## src/rtl/bktrk_pkg.sv

```systemverilog
package bktrk_pkg;

    typedef enum logic [1:0] {
        OP_ACT = 2'd0,
        OP_PRE = 2'd1,
        OP_RD  = 2'd2,
        OP_WR  = 2'd3
    } bk_op_e;

    typedef enum logic {
        BK_SHUT = 1'b0,
        BK_LIVE = 1'b1
    } bk_state_e;

endpackage

```

## src/rtl/bktrk_bank_slot.sv

```systemverilog
module bktrk_bank_slot
    import bktrk_pkg::*;
#(
    parameter int ROW_W       = 8,
    parameter int TIMER_W     = 5,
    parameter int ACC_W       = 3,
    parameter int BYTE_W      = 8,
    parameter int T_RCD       = 3,
    parameter int T_RAS       = 6,
    parameter int T_RP        = 3,
    parameter int T_CCD       = 2,
    parameter int T_RTP       = 2,
    parameter int T_WR        = 4,
    parameter int MAX_ACC     = 4,
    parameter int BURST_BYTES = 32
) (
    input  logic              clk,
    input  logic              rst_n,
    input  logic              do_act,
    input  logic              do_pre,
    input  logic              do_rd,
    input  logic              do_wr,
    input  logic [ROW_W-1:0]  row_in,
    output logic              is_open,
    output logic              col_ready,
    output logic              pre_ready,
    output logic              act_ready,
    output logic [ROW_W-1:0]  open_row,
    output logic [ACC_W-1:0]  acc_cnt,
    output logic [BYTE_W-1:0] byte_cnt
);

    localparam logic [TIMER_W-1:0] LD_RCD  = TIMER_W'(T_RCD - 1);
    localparam logic [TIMER_W-1:0] LD_RAS  = TIMER_W'(T_RAS - 1);
    localparam logic [TIMER_W-1:0] LD_RP   = TIMER_W'(T_RP - 1);
    localparam logic [TIMER_W-1:0] LD_CCD  = TIMER_W'(T_CCD - 1);
    localparam logic [TIMER_W-1:0] LD_RTP  = TIMER_W'(T_RTP - 1);
    localparam logic [TIMER_W-1:0] LD_WR   = TIMER_W'(T_WR - 1);
    localparam logic [TIMER_W-1:0] RP_SPAN = TIMER_W'(T_RP);
    localparam logic [ACC_W-1:0]   ACC_CAP = ACC_W'(MAX_ACC);
    localparam logic [BYTE_W-1:0]  B_STEP  = BYTE_W'(BURST_BYTES);

    bk_state_e          st_q, st_d;
    logic [ROW_W-1:0]   row_q, row_d;
    logic [TIMER_W-1:0] col_q, col_d;
    logic [TIMER_W-1:0] pre_q, pre_d;
    logic [TIMER_W-1:0] act_q, act_d;
    logic [TIMER_W-1:0] rec_t;
    logic [ACC_W-1:0]   acc_q, acc_d;
    logic [BYTE_W-1:0]  byt_q, byt_d;

    function automatic logic [TIMER_W-1:0] tick_down(input logic [TIMER_W-1:0] v);
        return (v != '0) ? v - 1'b1 : v;
    endfunction

    // state register
    always_ff @(posedge clk or negedge rst_n) begin
        if (!rst_n) st_q <= BK_SHUT;
        else        st_q <= st_d;
    end

    always_ff @(posedge clk or negedge rst_n) begin
        if (!rst_n) begin
            row_q <= '1;
            col_q <= '0;
            pre_q <= '0;
            act_q <= '0;
            acc_q <= '0;
            byt_q <= '0;
        end else begin
            row_q <= row_d;
            col_q <= col_d;
            pre_q <= pre_d;
            act_q <= act_d;
            acc_q <= acc_d;
            byt_q <= byt_d;
        end
    end

    // next state and timer loads
    always_comb begin
        st_d  = st_q;
        row_d = row_q;
        col_d = tick_down(col_q);
        pre_d = tick_down(pre_q);
        act_d = tick_down(act_q);
        acc_d = acc_q;
        byt_d = byt_q;
        rec_t = LD_RTP;
        unique case (st_q)
            BK_SHUT: begin
                if (do_act) begin                  // open
                    st_d  = BK_LIVE;
                    row_d = row_in;
                    col_d = LD_RCD;
                    pre_d = LD_RAS;
                    acc_d = '0;
                    byt_d = '0;
                end
            end
            BK_LIVE: begin
                if (do_pre) begin                  // close
                    st_d  = BK_SHUT;
                    row_d = '1;
                    act_d = LD_RP;
                end else if (do_rd || do_wr) begin
                    rec_t = do_wr ? LD_WR : LD_RTP;
                    col_d = LD_CCD;
                    pre_d = (pre_d > rec_t) ? pre_d : rec_t;
                    acc_d = acc_q + 1'b1;
                    byt_d = byt_q + B_STEP;
                    if (acc_d == ACC_CAP) begin    // forced close
                        st_d  = BK_SHUT;
                        row_d = '1;
                        act_d = pre_d + RP_SPAN;
                    end
                end
            end
            default: st_d = BK_SHUT;
        endcase
    end

    // outputs
    always_comb begin
        is_open   = (st_q == BK_LIVE);
        col_ready = (st_q == BK_LIVE) && (col_q == '0);
        pre_ready = (st_q == BK_LIVE) && (pre_q == '0);
        act_ready = (st_q == BK_SHUT) && (act_q == '0);
        open_row  = row_q;
        acc_cnt   = acc_q;
        byte_cnt  = byt_q;
    end

endmodule

```

## src/rtl/bktrk_act_window.sv

```systemverilog
module bktrk_act_window #(
    parameter int LIMIT = 2,
    parameter int T_WIN = 10,
    parameter int WIN_W = 4,
    parameter int CNT_W = 2
) (
    input  logic             clk,
    input  logic             rst_n,
    input  logic             act_fire,
    output logic             room,
    output logic [CNT_W-1:0] live_cnt
);

    localparam logic [WIN_W-1:0] LD_WIN = WIN_W'(T_WIN - 1);

    logic [LIMIT-1:0][WIN_W-1:0] slot_q;
    logic [LIMIT-1:0]            busy;
    logic [LIMIT-1:0]            free_sel;
    logic                        taken;

    genvar gi;
    generate
        for (gi = 0; gi < LIMIT; gi++) begin : g_busy
            assign busy[gi] = (slot_q[gi] != '0);
        end
    endgenerate

    always_comb begin
        free_sel = '0;
        taken    = 1'b0;
        for (int i = 0; i < LIMIT; i++) begin
            if (!busy[i] && !taken) begin
                free_sel[i] = 1'b1;
                taken       = 1'b1;
            end
        end
        live_cnt = CNT_W'($countones(busy));
        room     = (live_cnt < CNT_W'(LIMIT));
    end

    always_ff @(posedge clk or negedge rst_n) begin
        if (!rst_n) begin
            slot_q <= '0;
        end else begin
            for (int i = 0; i < LIMIT; i++) begin
                if (act_fire && free_sel[i]) slot_q[i] <= LD_WIN;
                else if (busy[i])            slot_q[i] <= slot_q[i] - 1'b1;
            end
        end
    end

endmodule

```

## src/rtl/bktrk_cmd_gate.sv

```systemverilog
module bktrk_cmd_gate
    import bktrk_pkg::*;
#(
    parameter int NB    = 8,
    parameter int BANKS = 4,
    parameter int RK_W  = 1,
    parameter int BK_W  = 2,
    parameter int GI_W  = 3,
    parameter int ROW_W = 8
) (
    input  logic                      cmd_valid,
    input  logic [1:0]                cmd_op,
    input  logic [RK_W-1:0]           cmd_rank,
    input  logic [BK_W-1:0]           cmd_bank,
    input  logic [ROW_W-1:0]          cmd_row,
    input  logic [NB-1:0]             act_ok,
    input  logic [NB-1:0]             pre_ok,
    input  logic [NB-1:0]             col_ok,
    input  logic [NB-1:0][ROW_W-1:0]  open_row,
    output logic [NB-1:0]             act_go,
    output logic [NB-1:0]             pre_go,
    output logic [NB-1:0]             rd_go,
    output logic [NB-1:0]             wr_go,
    output logic                      bad
);

    logic [GI_W-1:0] g;
    logic            legal;
    logic [NB-1:0]   sel;

    always_comb begin
        g     = GI_W'(cmd_rank) * GI_W'(BANKS) + GI_W'(cmd_bank);
        sel   = '0;
        sel[g] = cmd_valid;
        unique case (bk_op_e'(cmd_op))
            OP_ACT:       legal = act_ok[g];
            OP_PRE:       legal = pre_ok[g];
            OP_RD, OP_WR: legal = col_ok[g] && (open_row[g] == cmd_row);
            default:      legal = 1'b0;
        endcase
        act_go = (legal && bk_op_e'(cmd_op) == OP_ACT) ? sel : '0;
        pre_go = (legal && bk_op_e'(cmd_op) == OP_PRE) ? sel : '0;
        rd_go  = (legal && bk_op_e'(cmd_op) == OP_RD)  ? sel : '0;
        wr_go  = (legal && bk_op_e'(cmd_op) == OP_WR)  ? sel : '0;
        bad    = cmd_valid && !legal;
    end

endmodule

```

## src/rtl/bank_timing_tracker.sv

```systemverilog
module bank_timing_tracker #(
    parameter int RANKS       = 2,
    parameter int BANKS       = 4,
    parameter int ROW_W       = 8,
    parameter int T_RCD       = 3,
    parameter int T_RAS       = 6,
    parameter int T_RP        = 3,
    parameter int T_CCD       = 2,
    parameter int T_RTP       = 2,
    parameter int T_WR        = 4,
    parameter int T_WIN       = 10,
    parameter int ACT_LIMIT   = 2,
    parameter int MAX_ACC     = 4,
    parameter int BURST_BYTES = 32,
    localparam int NB      = RANKS * BANKS,
    localparam int RK_W    = (RANKS > 1) ? $clog2(RANKS) : 1,
    localparam int BK_W    = (BANKS > 1) ? $clog2(BANKS) : 1,
    localparam int ACC_W   = $clog2(MAX_ACC + 1),
    localparam int BYTE_W  = $clog2(MAX_ACC * BURST_BYTES + 1)
) (
    input  logic              clk,
    input  logic              rst_n,
    input  logic              cmd_valid,
    input  logic [1:0]        cmd_op,
    input  logic [RK_W-1:0]   cmd_rank,
    input  logic [BK_W-1:0]   cmd_bank,
    input  logic [ROW_W-1:0]  cmd_row,
    input  logic [RK_W-1:0]   q_rank,
    input  logic [BK_W-1:0]   q_bank,
    input  logic [ROW_W-1:0]  q_row,
    output logic [NB-1:0]     act_ok,
    output logic [NB-1:0]     pre_ok,
    output logic [NB-1:0]     col_ok,
    output logic              q_open,
    output logic              q_hit,
    output logic [ACC_W-1:0]  q_acc,
    output logic [BYTE_W-1:0] q_bytes,
    output logic              timing_err
);

    localparam int GI_W    = (NB > 1) ? $clog2(NB) : 1;
    localparam int TIMER_W = $clog2(T_RAS + T_WR + T_RTP + T_RCD + T_CCD + T_RP + 1);
    localparam int WIN_W   = $clog2(T_WIN + 1);
    localparam int CNT_W   = $clog2(ACT_LIMIT + 1);

    logic [NB-1:0]               bank_open, bank_act;
    logic [NB-1:0][ROW_W-1:0]    open_row;
    logic [NB-1:0][ACC_W-1:0]    acc_v;
    logic [NB-1:0][BYTE_W-1:0]   byt_v;
    logic [NB-1:0]               act_go, pre_go, rd_go, wr_go;
    logic                        bad;
    logic [RANKS-1:0]            room;
    logic [RANKS-1:0]            act_fire;
    logic [RANKS-1:0][CNT_W-1:0] win_live;
    logic [GI_W-1:0]             qg;

    bktrk_cmd_gate #(
        .NB(NB), .BANKS(BANKS), .RK_W(RK_W), .BK_W(BK_W), .GI_W(GI_W), .ROW_W(ROW_W)
    ) gate_i (
        .cmd_valid(cmd_valid), .cmd_op(cmd_op), .cmd_rank(cmd_rank),
        .cmd_bank(cmd_bank), .cmd_row(cmd_row),
        .act_ok(act_ok), .pre_ok(pre_ok), .col_ok(col_ok), .open_row(open_row),
        .act_go(act_go), .pre_go(pre_go), .rd_go(rd_go), .wr_go(wr_go), .bad(bad)
    );

    genvar r, b;
    generate
        for (r = 0; r < RANKS; r++) begin : g_rank
            assign act_fire[r] = |act_go[r*BANKS +: BANKS];
            assign act_ok[r*BANKS +: BANKS] = bank_act[r*BANKS +: BANKS] & {BANKS{room[r]}};

            bktrk_act_window #(
                .LIMIT(ACT_LIMIT), .T_WIN(T_WIN), .WIN_W(WIN_W), .CNT_W(CNT_W)
            ) win_i (
                .clk(clk), .rst_n(rst_n), .act_fire(act_fire[r]),
                .room(room[r]), .live_cnt(win_live[r])
            );

            for (b = 0; b < BANKS; b++) begin : g_bank
                localparam int G = r * BANKS + b;
                bktrk_bank_slot #(
                    .ROW_W(ROW_W), .TIMER_W(TIMER_W), .ACC_W(ACC_W), .BYTE_W(BYTE_W),
                    .T_RCD(T_RCD), .T_RAS(T_RAS), .T_RP(T_RP), .T_CCD(T_CCD),
                    .T_RTP(T_RTP), .T_WR(T_WR), .MAX_ACC(MAX_ACC),
                    .BURST_BYTES(BURST_BYTES)
                ) slot_i (
                    .clk(clk), .rst_n(rst_n),
                    .do_act(act_go[G]), .do_pre(pre_go[G]),
                    .do_rd(rd_go[G]), .do_wr(wr_go[G]), .row_in(cmd_row),
                    .is_open(bank_open[G]), .col_ready(col_ok[G]),
                    .pre_ready(pre_ok[G]), .act_ready(bank_act[G]),
                    .open_row(open_row[G]), .acc_cnt(acc_v[G]), .byte_cnt(byt_v[G])
                );
            end
        end
    endgenerate

    always_ff @(posedge clk or negedge rst_n) begin
        if (!rst_n)   timing_err <= 1'b0;
        else if (bad) timing_err <= 1'b1;
    end

    always_comb begin
        qg      = GI_W'(q_rank) * GI_W'(BANKS) + GI_W'(q_bank);
        q_open  = bank_open[qg];
        q_hit   = bank_open[qg] && (open_row[qg] == q_row);
        q_acc   = acc_v[qg];
        q_bytes = byt_v[qg];
    end

endmodule

```

## config.mk

```make
export PLATFORM = sky130hd
export DESIGN_NAME = bank_timing_tracker
export DESIGN_NICKNAME = d
export VERILOG_FILES = /design/src/rtl/bktrk_pkg.sv /design/src/rtl/bktrk_bank_slot.sv /design/src/rtl/bktrk_act_window.sv /design/src/rtl/bktrk_cmd_gate.sv /design/src/rtl/bank_timing_tracker.sv
export SDC_FILE = /design/constraint.sdc
export NUM_CORES = 1
export LEC_CHECK = 0
export BUFFER_PORTS_ARGS = -buffer_cell sky130_fd_sc_hd__buf_2
export CAP_MARGIN = 10
export CORE_ASPECT_RATIO = 0.7
export CORE_MARGIN = 2
export CORE_UTILIZATION = 40
export DETAILED_ROUTE_END_ITERATION = 8
export GPL_TIMING_DRIVEN = 0
export HOLD_SLACK_MARGIN = 0.02
export PLACE_DENSITY_LB_ADDON = 0.1
export REMOVE_ABC_BUFFERS = 1
export SYNTH_ARGS = -nofsm -noshare
export SYNTH_HDL_FRONTEND = slang
export SYNTH_SLANG_ARGS = --single-unit
```

## constraint.sdc

```tcl
create_clock -name clk -period 6.7 [get_ports clk]
set_clock_uncertainty 0.1 [all_clocks]
set_input_delay 0.67 -clock clk [delete_from_list [all_inputs] [get_ports clk]]
set_output_delay 0.67 -clock clk [all_outputs]
set_load 0.01 [all_outputs]
```

**Word level (Yosys, flattened, before mapping)**

Index checks and enable logic that the tools add are counted.

- Register bits after elaboration: 297
- Word-level logic and storage cells: 634
- Output and inout port bits: 38
- Bits of input ports: 27

- $add $sub $neg: 56
- Reductions and logical operators: 125
- Bitwise operators: 11
- Multiplexer cells: 315
- Magnitude comparators: 13
- Eq/ne operators: 53

Operators by type and width:

| cell | count |
|---|---|
| two-way mux 5 bit | 112 |
| two-way mux 8 bit | 63 |
| one-hot mux 8 bit (2 select lines) | 16 |
| one-hot mux 5 bit (2 select lines) | 16 |
| zero test 5 bit | 24 |
| nonzero test 5 bit | 24 |
| subtractor 5 x 1 -> 5 bit (second input constant) | 24 |
| two-way mux 3 bit | 25 |
| binary-select mux 8 bit (select 3 bit) | 3 |
| adder 8 x 6 -> 8 bit (second input constant) | 8 |
| inequality test 2 bit (second input constant) | 24 |
| inequality test 3 bit (second input constant) | 16 |
| one-hot mux 3 bit (2 select lines) | 8 |
| AND reduction 3 bit | 16 |
| two-way mux 1 bit | 41 |
| adder 5 x 2 -> 5 bit (second input constant) | 8 |
| > comparator 5 bit | 8 |
| logical AND 1 bit | 38 |
| two-way mux 4 bit | 8 |
| adder 3 x 1 -> 3 bit (second input constant) | 8 |
| == test 3 bit (second input constant) | 8 |
| == test 8 bit | 2 |
| two-way mux 2 bit | 8 |
| one-hot mux 1 bit (2 select lines) | 8 |
| other kinds (22) | 57 |

**Logic depth before layout (Yosys ltp)**

- Depth after elaboration: 17
- Depth in mapped cells: 24

**Modules after synthesis**

From an unflattened synthesis, not the netlist that was laid out.

- Cells, all modules: 1,843
- Area, all modules: 17,440.5 um2

Modules (own cells, without submodules):

| module | sequential area each (um2) | area each (um2) | cells each | times used |
|---|---|---|---|---|
| bktrk_bank_slot | 760.7 | 1,746.7 | 188 | 8 |
| bank_timing_tracker | 25.0 | 1,422.6 | 100 | 1 |
| bktrk_cmd_gate | 0.0 | 1,176.1 | 149 | 1 |
| bktrk_act_window | 200.2 | 434.2 | 45 | 2 |

**Worst setup path after synthesis**

OpenSTA, ideal clock, no wires.

- Path kind: input to register
- Start point: input port cmd_bank[0]
- End point: register g_rank[1].g_bank[3].slot_i.act_q[4]
- Cell stages on the path: 21
- Path slack: 1,751 ps
- Library setup time: 126 ps
- Required time: 6,474 ps
- Arrival: 4,723 ps
- Cell sequence: buf_6 > buf_8 > buf_6 > mux4_2 > mux2i_1 > xnor2_1 > nand3_1 > or3_1 > clkbuf_1 > nor2_1 > buf_2 > nand3_1 > ha_1 > o21ai_0 > a211oi_1 > nand2_1 > o22a_1 > ha_1 > nor3_1 > xnor2_1 > a311o_1

- Cells in the longest elaborated chain, start to end: 16
- Elaborated cells between the ends (all ways): 33
- Those cells by class: add/sub: 2; order compare: 3; eq/ne: 1; mux: 20; bitwise: 1; reduce/logical: 6

Ends and longest elaborated chain:

| what | line | RTL |
|---|---|---|
| start, declared | bank_timing_tracker.sv:26 | `input logic [BK_W-1:0] cmd_bank,` |
| adder 3 x 2 -> 3 bit (*) | bktrk_cmd_gate.sv:32 | `g = GI_W'(cmd_rank) * GI_W'(BANKS) + GI_W'(cmd_bank);` |
| binary-select mux 8 bit (select 3 bit) | bktrk_cmd_gate.sv:38 | `OP_RD, OP_WR: legal = col_ok[g] && (open_row[g] == cmd_row);` |
| two-way mux 8 bit (implied by the code) | bktrk_cmd_gate.sv:38 |  |
| == test 8 bit | bktrk_cmd_gate.sv:38 |  |
| logical AND 1 bit | bktrk_cmd_gate.sv:38 |  |
| one-hot mux 1 bit (3 select lines) | bktrk_cmd_gate.sv:35 | `unique case (bk_op_e'(cmd_op))` |
| logical AND 1 bit | bktrk_cmd_gate.sv:44 | `wr_go = (legal && bk_op_e'(cmd_op) == OP_WR) ? sel : '0;` |
| two-way mux 8 bit | bktrk_cmd_gate.sv:44 |  |
| two-way mux 2 bit | bktrk_bank_slot.sv:107 | `rec_t = do_wr ? LD_WR : LD_RTP;` |
| > comparator 5 bit | bktrk_bank_slot.sv:109 | `pre_d = (pre_d > rec_t) ? pre_d : rec_t;` |
| two-way mux 5 bit | bktrk_bank_slot.sv:109 |  |
| adder 5 x 2 -> 5 bit | bktrk_bank_slot.sv:115 | `act_d = pre_d + RP_SPAN;` |
| two-way mux 5 bit | bktrk_bank_slot.sv:112 | `if (acc_d == ACC_CAP) begin` |
| two-way mux 5 bit | bktrk_bank_slot.sv:106 | `end else if (do_rd \|\| do_wr) begin` |
| two-way mux 5 bit (*) | bktrk_bank_slot.sv:102 | `if (do_pre) begin` |
| two-way mux 5 bit (*) | bktrk_bank_slot.sv:90 | `unique case (st_q)` |
| named net g_rank[1].g_bank[3].slot_i.act_d[4] | bktrk_bank_slot.sv:47 | `logic [TIMER_W-1:0] act_q, act_d;` |
| end signal, assigned | bktrk_bank_slot.sv:74 | `act_q <= act_d;` |
| end, declared | bktrk_bank_slot.sv:47 |  |

The timed path passes the listed nets; every way through them passes the cells marked *. The select of a mux whose other input is x is not followed.
A chain may end at the register's enable or synchronous reset.

**Worst setup path in the final report**

- Start point: register g_rank[1].g_bank[1].slot_i.col_q[0]
- End point: register g_rank[1].g_bank[3].slot_i.act_q[4]

- Cells in the longest elaborated chain, start to end: 16
- Elaborated cells between the ends (all ways): 21
- Those cells by class: add/sub: 1; order compare: 1; mux: 12; reduce/logical: 7

Ends and longest elaborated chain:

| what | line | RTL |
|---|---|---|
| start, declared | bktrk_bank_slot.sv:45 | `logic [TIMER_W-1:0] col_q, col_d;` |
| start signal, assigned | bktrk_bank_slot.sv:72 | `col_q <= col_d;` |
| zero test 5 bit (*) | bktrk_bank_slot.sv:126 | `col_ready = (st_q == BK_LIVE) && (col_q == '0);` |
| logical AND 1 bit (*) | bktrk_bank_slot.sv:126 |  |
| binary-select mux 1 bit (select 3 bit) (*) | bktrk_cmd_gate.sv:38 |  |
| two-way mux 1 bit (implied by the code) (*) | bktrk_cmd_gate.sv:38 |  |
| logical AND 1 bit (*) | bktrk_cmd_gate.sv:38 |  |
| one-hot mux 1 bit (3 select lines) (*) | bktrk_cmd_gate.sv:35 |  |
| logical AND 1 bit | bktrk_cmd_gate.sv:44 |  |
| two-way mux 8 bit | bktrk_cmd_gate.sv:44 |  |
| two-way mux 2 bit | bktrk_bank_slot.sv:107 |  |
| > comparator 5 bit | bktrk_bank_slot.sv:109 |  |
| two-way mux 5 bit | bktrk_bank_slot.sv:109 |  |
| adder 5 x 2 -> 5 bit | bktrk_bank_slot.sv:115 |  |
| two-way mux 5 bit | bktrk_bank_slot.sv:112 |  |
| two-way mux 5 bit | bktrk_bank_slot.sv:106 |  |
| two-way mux 5 bit (*) | bktrk_bank_slot.sv:102 |  |
| two-way mux 5 bit (*) | bktrk_bank_slot.sv:90 |  |
| named net g_rank[1].g_bank[3].slot_i.act_d[4] | bktrk_bank_slot.sv:47 |  |

Marked as above.

==> impl_metrics.csv <==
group,metric,value,unit
critical_path,crit_buf_inv,1,
floorplan,core,43600,um2
clock_tree,path_clk_slew,0.07,ns
sta,max_freq,161,MHz
finish,num_antenna_cells,0,
hold_path,min_to,"g_rank[1].g_bank[3].slot_i.open_row[0]",
global_routing,grt_max_degree,108,
synthesis,ys_seq_elements,257,
sta,rsz0062_at_grt,"false",
sta,worstMarginPinSlew,1.32,ns
clock_tree,clockBufferDepth,3,
global_routing,grt_overflow,0,
finish,finalNonFillerCells,2481,
critical_path,end_kind,"flip-flop",
power_and_ir_drop,p_leak,8.71,nW
floorplan,ios,65,
clock_tree,cts_tree,"built",
global_routing,grt_pass1_vias,13600,
synthesis,yosysTopAreaCell,"dfrtp_1",
routing,vias,14300,
synthesis,ys_seq_area_share,36.8,%
power_and_ir_drop,p_per_area,426,nW/um2
finish,fin_nets,1984,
clock_tree,h-tree-depth,1,
routing,drcViolationCount,0,
synthesis,synth_area,17700,um2
critical_path,path_max_fanout,11,
synthesis,synth.top_cell.area_share,27.3,%
clock_tree,clk_latency,0.59,ns
sta,setup_tns,0,ns
floorplan,die_area,45900,um2
global_routing,use_met2,34.3,%
global_routing,grt_pass1_wl,85300,um
synthesis,ys.warnings.count,0,
floorplan,num_rows,64,
synthesis,yosysUniqueCellTypes,87,
sta,slew_headroom,11.6,%
synthesis,synthArstFlopShare,100,%
global_routing,grt.total_usage,24.0,%
sta,fin_crit,6.21,ns
clock_tree,cts-resized-gates,0,
critical_path,reg2reg_setup_slack,0.49,ns
synthesis,yosys-top-cells-area,"dfrtp_1 (27%), dfstp_2 (9.5%), ha_1 (6.7%), mux2i_1 (5.7%), mux4_2 (4.5%)",
outcome,outcome,"finished clean",
sta,fin_crit_sh,92.7,%
critical_path,path_delay_family,"simple AND/OR/NAND/NOR gates",
sta,drv_slew,0,
critical_path,r2r-end,"g_rank[1].g_bank[3].slot_i.act_q[4]",
hold_path,whs_path_depth,2,
global_routing,grtUsageMet3,3.85,%
critical_path,r2r_start,"g_rank[1].g_bank[1].slot_i.col_q[0]",
finish,drive_above_1_share,17.4,%
critical_path,worst_setup_path_start_kind,"flip-flop",
critical_path,reg2reg_depth,19,
routing,drt_first_pass_iters,5,
synthesis,synth-edff-count,0,
routing,drt_iter0_drc,1212,
finish,fillers,4207,
critical_path,cp.arrival,6.57,ns
routing,vias_per_cell,5.75,
finish,final_util,44.7,%
sta,holdWs,0.343,ns
routing,drt-wirelength-per-cell,22.4,um
sta,finalSetupViolCount,0,
clock_tree,cts-root-buf,"clkbuf_16",
critical_path,max_stage_delay,0.87,ns
critical_path,required,7.06,ns
placement,port_buffers,59,
critical_path,path_cells,"inv_1, ha_1, nor4b_2, nand3_1, a22oi_1, nand3_1, or3_1, nor2_2, nand3_1, ha_1, nand2_1, a21oi_1, a211oi_1, nand2_1, o22a_1, ha_1, nor3_1, xnor2_1, a311o_1",
synthesis,ys_top_cells_by_count,"dfrtp_1 (193), nor2_1 (192), nand2_1 (156), inv_1 (109), mux2i_1 (100)",
floorplan,die_w,255,um
synthesis,avgSynthCellArea,9.50,um2
critical_path,worstSetupPathType,"reg -> reg",
synthesis,synthCells,1861,
sta,finalHoldViolCount,0,
clock_tree,cts_buffers,30,
synthesis,synth_most_common_cell,"dfrtp_1",
global_routing,grt-busiest-layer,"met1",
routing,detail-route-antenna-nets,0,
global_routing,grt_antenna_before_repair,0,
hold_path,holdCritStartpoint,"cmd_row[0]",
job,drv_cap,0,
placement,gp_congestion,0.838,
synthesis,yosys_most_used_dff,"dfrtp_1",
critical_path,critPathSlowestCell,"nor2_2",
global_routing,grtUsageMet1,36.9,%
clock_tree,cts_sinks,257,
placement,hpwlAfterDp,39700,um
routing,wl,55700,um
placement,dpl.cell_count,2419,
finish,area_growth,10.2,%
hold_path,hp-class,"in -> reg",
power_and_ir_drop,peakVddDrop,0.203,mV
floorplan,initial_core_util,40.5,%
floorplan,dieHeight,180,um
==> worst max path at each step <==
stage | start | endpoint | slack [ns] | cells past startpoint
CTS | g_rank[1].g_bank[1].slot_i.col_q[0] | g_rank[1].g_bank[3].slot_i.act_q[4] | 0.54 | 19
finish | g_rank[1].g_bank[1].slot_i.col_q[0] | g_rank[1].g_bank[3].slot_i.act_q[4] | 0.49 | 19
global route | g_rank[1].g_bank[1].slot_i.col_q[0] | g_rank[1].g_bank[3].slot_i.act_q[4] | 0.15 | 19
floorplan | cmd_bank[0] | g_rank[1].g_bank[3].slot_i.act_q[4] | 1.86 | 11
detailed placement | cmd_rank | g_rank[1].g_bank[3].slot_i.act_q[4] | 0.15 | 18
global placement | cmd_bank[0] | g_rank[1].g_bank[3].slot_i.act_q[4] | -1.37 | 12
==> layout by cell type, fill, tap and decap left out, types with 14 or more instances in the layout <==
| cell type | Yosys | routed |
|---|---|---|
| nand2b_1 | 23 | 23 |
| o221a_2 | 24 | 24 |
| nand3_1 | 60 | 60 |
| ha_1 | 94 | 94 |
| mux4_2 | 35 | 35 |
| o211ai_1 | 22 | 22 |
| dfstp_2 | 64 | 64 |
| a31oi_1 | 33 | 33 |
| o21ai_0 | 59 | 59 |
| nand4_1 | 18 | 18 |
| mux2i_1 | 100 | 100 |
| dfrtp_1 | 193 | 193 |
| mux2_2 | 25 | 25 |
| nor2_1 | 192 | 191 |
| nor3_1 | 66 | 66 |
| a21oi_1 | 65 | 65 |
| or3_1 | 20 | 20 |
| and2_1 | 21 | 21 |
| a21o_1 | 15 | 15 |
| buf_2 | 23 | 58 |
| inv_1 | 109 | 109 |
| o31a_1 | 22 | 22 |
| xor2_1 | 36 | 36 |
| nor2b_1 | 14 | 14 |
| nand2_1 | 156 | 156 |
| xnor2_1 | 71 | 71 |
| clkbuf_16 | 0 | 33 |
==> through the flow <==
step / area (um2) / power [mW] / setup slack [ns]
2_1_floorplan: 17100 / 5.54 / 1.86
3_3_place_gp: 18100 / 6.42 / -1.37
3_5_place_dp: 18400 / 6.52 / 0.152
4_1_cts: 19400 / 8.34 / 0.544
5_1_grt: 19500 / 9.01 / 0.151
6_report: 19500 / 8.30 / 0.491
==> area by class of cell <==
type	count	area, um2	share of cell area [%]
flip-flops and latches	257	6510	33.4
clock inverters	9	120	0.616
repair buffers	76	578	2.97
inverters	110	413	2.12
well taps	594	743	3.81
clock buffers	47	928	4.76
multi-input cells	1388	10200	52.3
==> registers in the layout (all words and copies together) (netlist names) <==
signal and flops:
g_rank.g_bank.slot_i.pre_q 40, g_rank.g_bank.slot_i.is_open 8, g_rank.g_bank.slot_i.acc_cnt 24, g_rank.win_i.slot_q 16
g_rank.g_bank.slot_i.open_row 64, g_rank.g_bank.slot_i.act_q 40, g_rank.g_bank.slot_i.col_q 40, timing_err 1
g_rank.g_bank.slot_i.byte_cnt 24
==> kinds of logic after synthesis <==
kind of cell	share of synthesized area [%]
other	0.0212
DFF	36.8
adders and majority gates	6.65
AOI/OAI and AO/OA	14.2
buffers and inverters	5.72
muxes	11.9
and+or+nand+nor	19.4
xor gates and xnor gates	5.30
==> power breakdown <==
group | internal, mW | switching, mW
clock network | 1.06 | 0.710
registers | 2.20 | 0.594
logic | 1.70 | 2.04
==> timing repair <==
action | 4_1_cts | 5_1_grt
hold endpoints to repair | 26 | 0
hold buffers | 1 | 0
endpoints found under the setup margin | 0 | 0
setup buffers | 0 | 0
==> per-layer routing <==
layer	vias to the layer above	part of all wire [%]
met3	66	6.1
met5	-	0
li1	6680	-
met1	7121	50
met2	394	41
met4	0	2.9
Note: power is estimated with default switching activity, not from simulation.
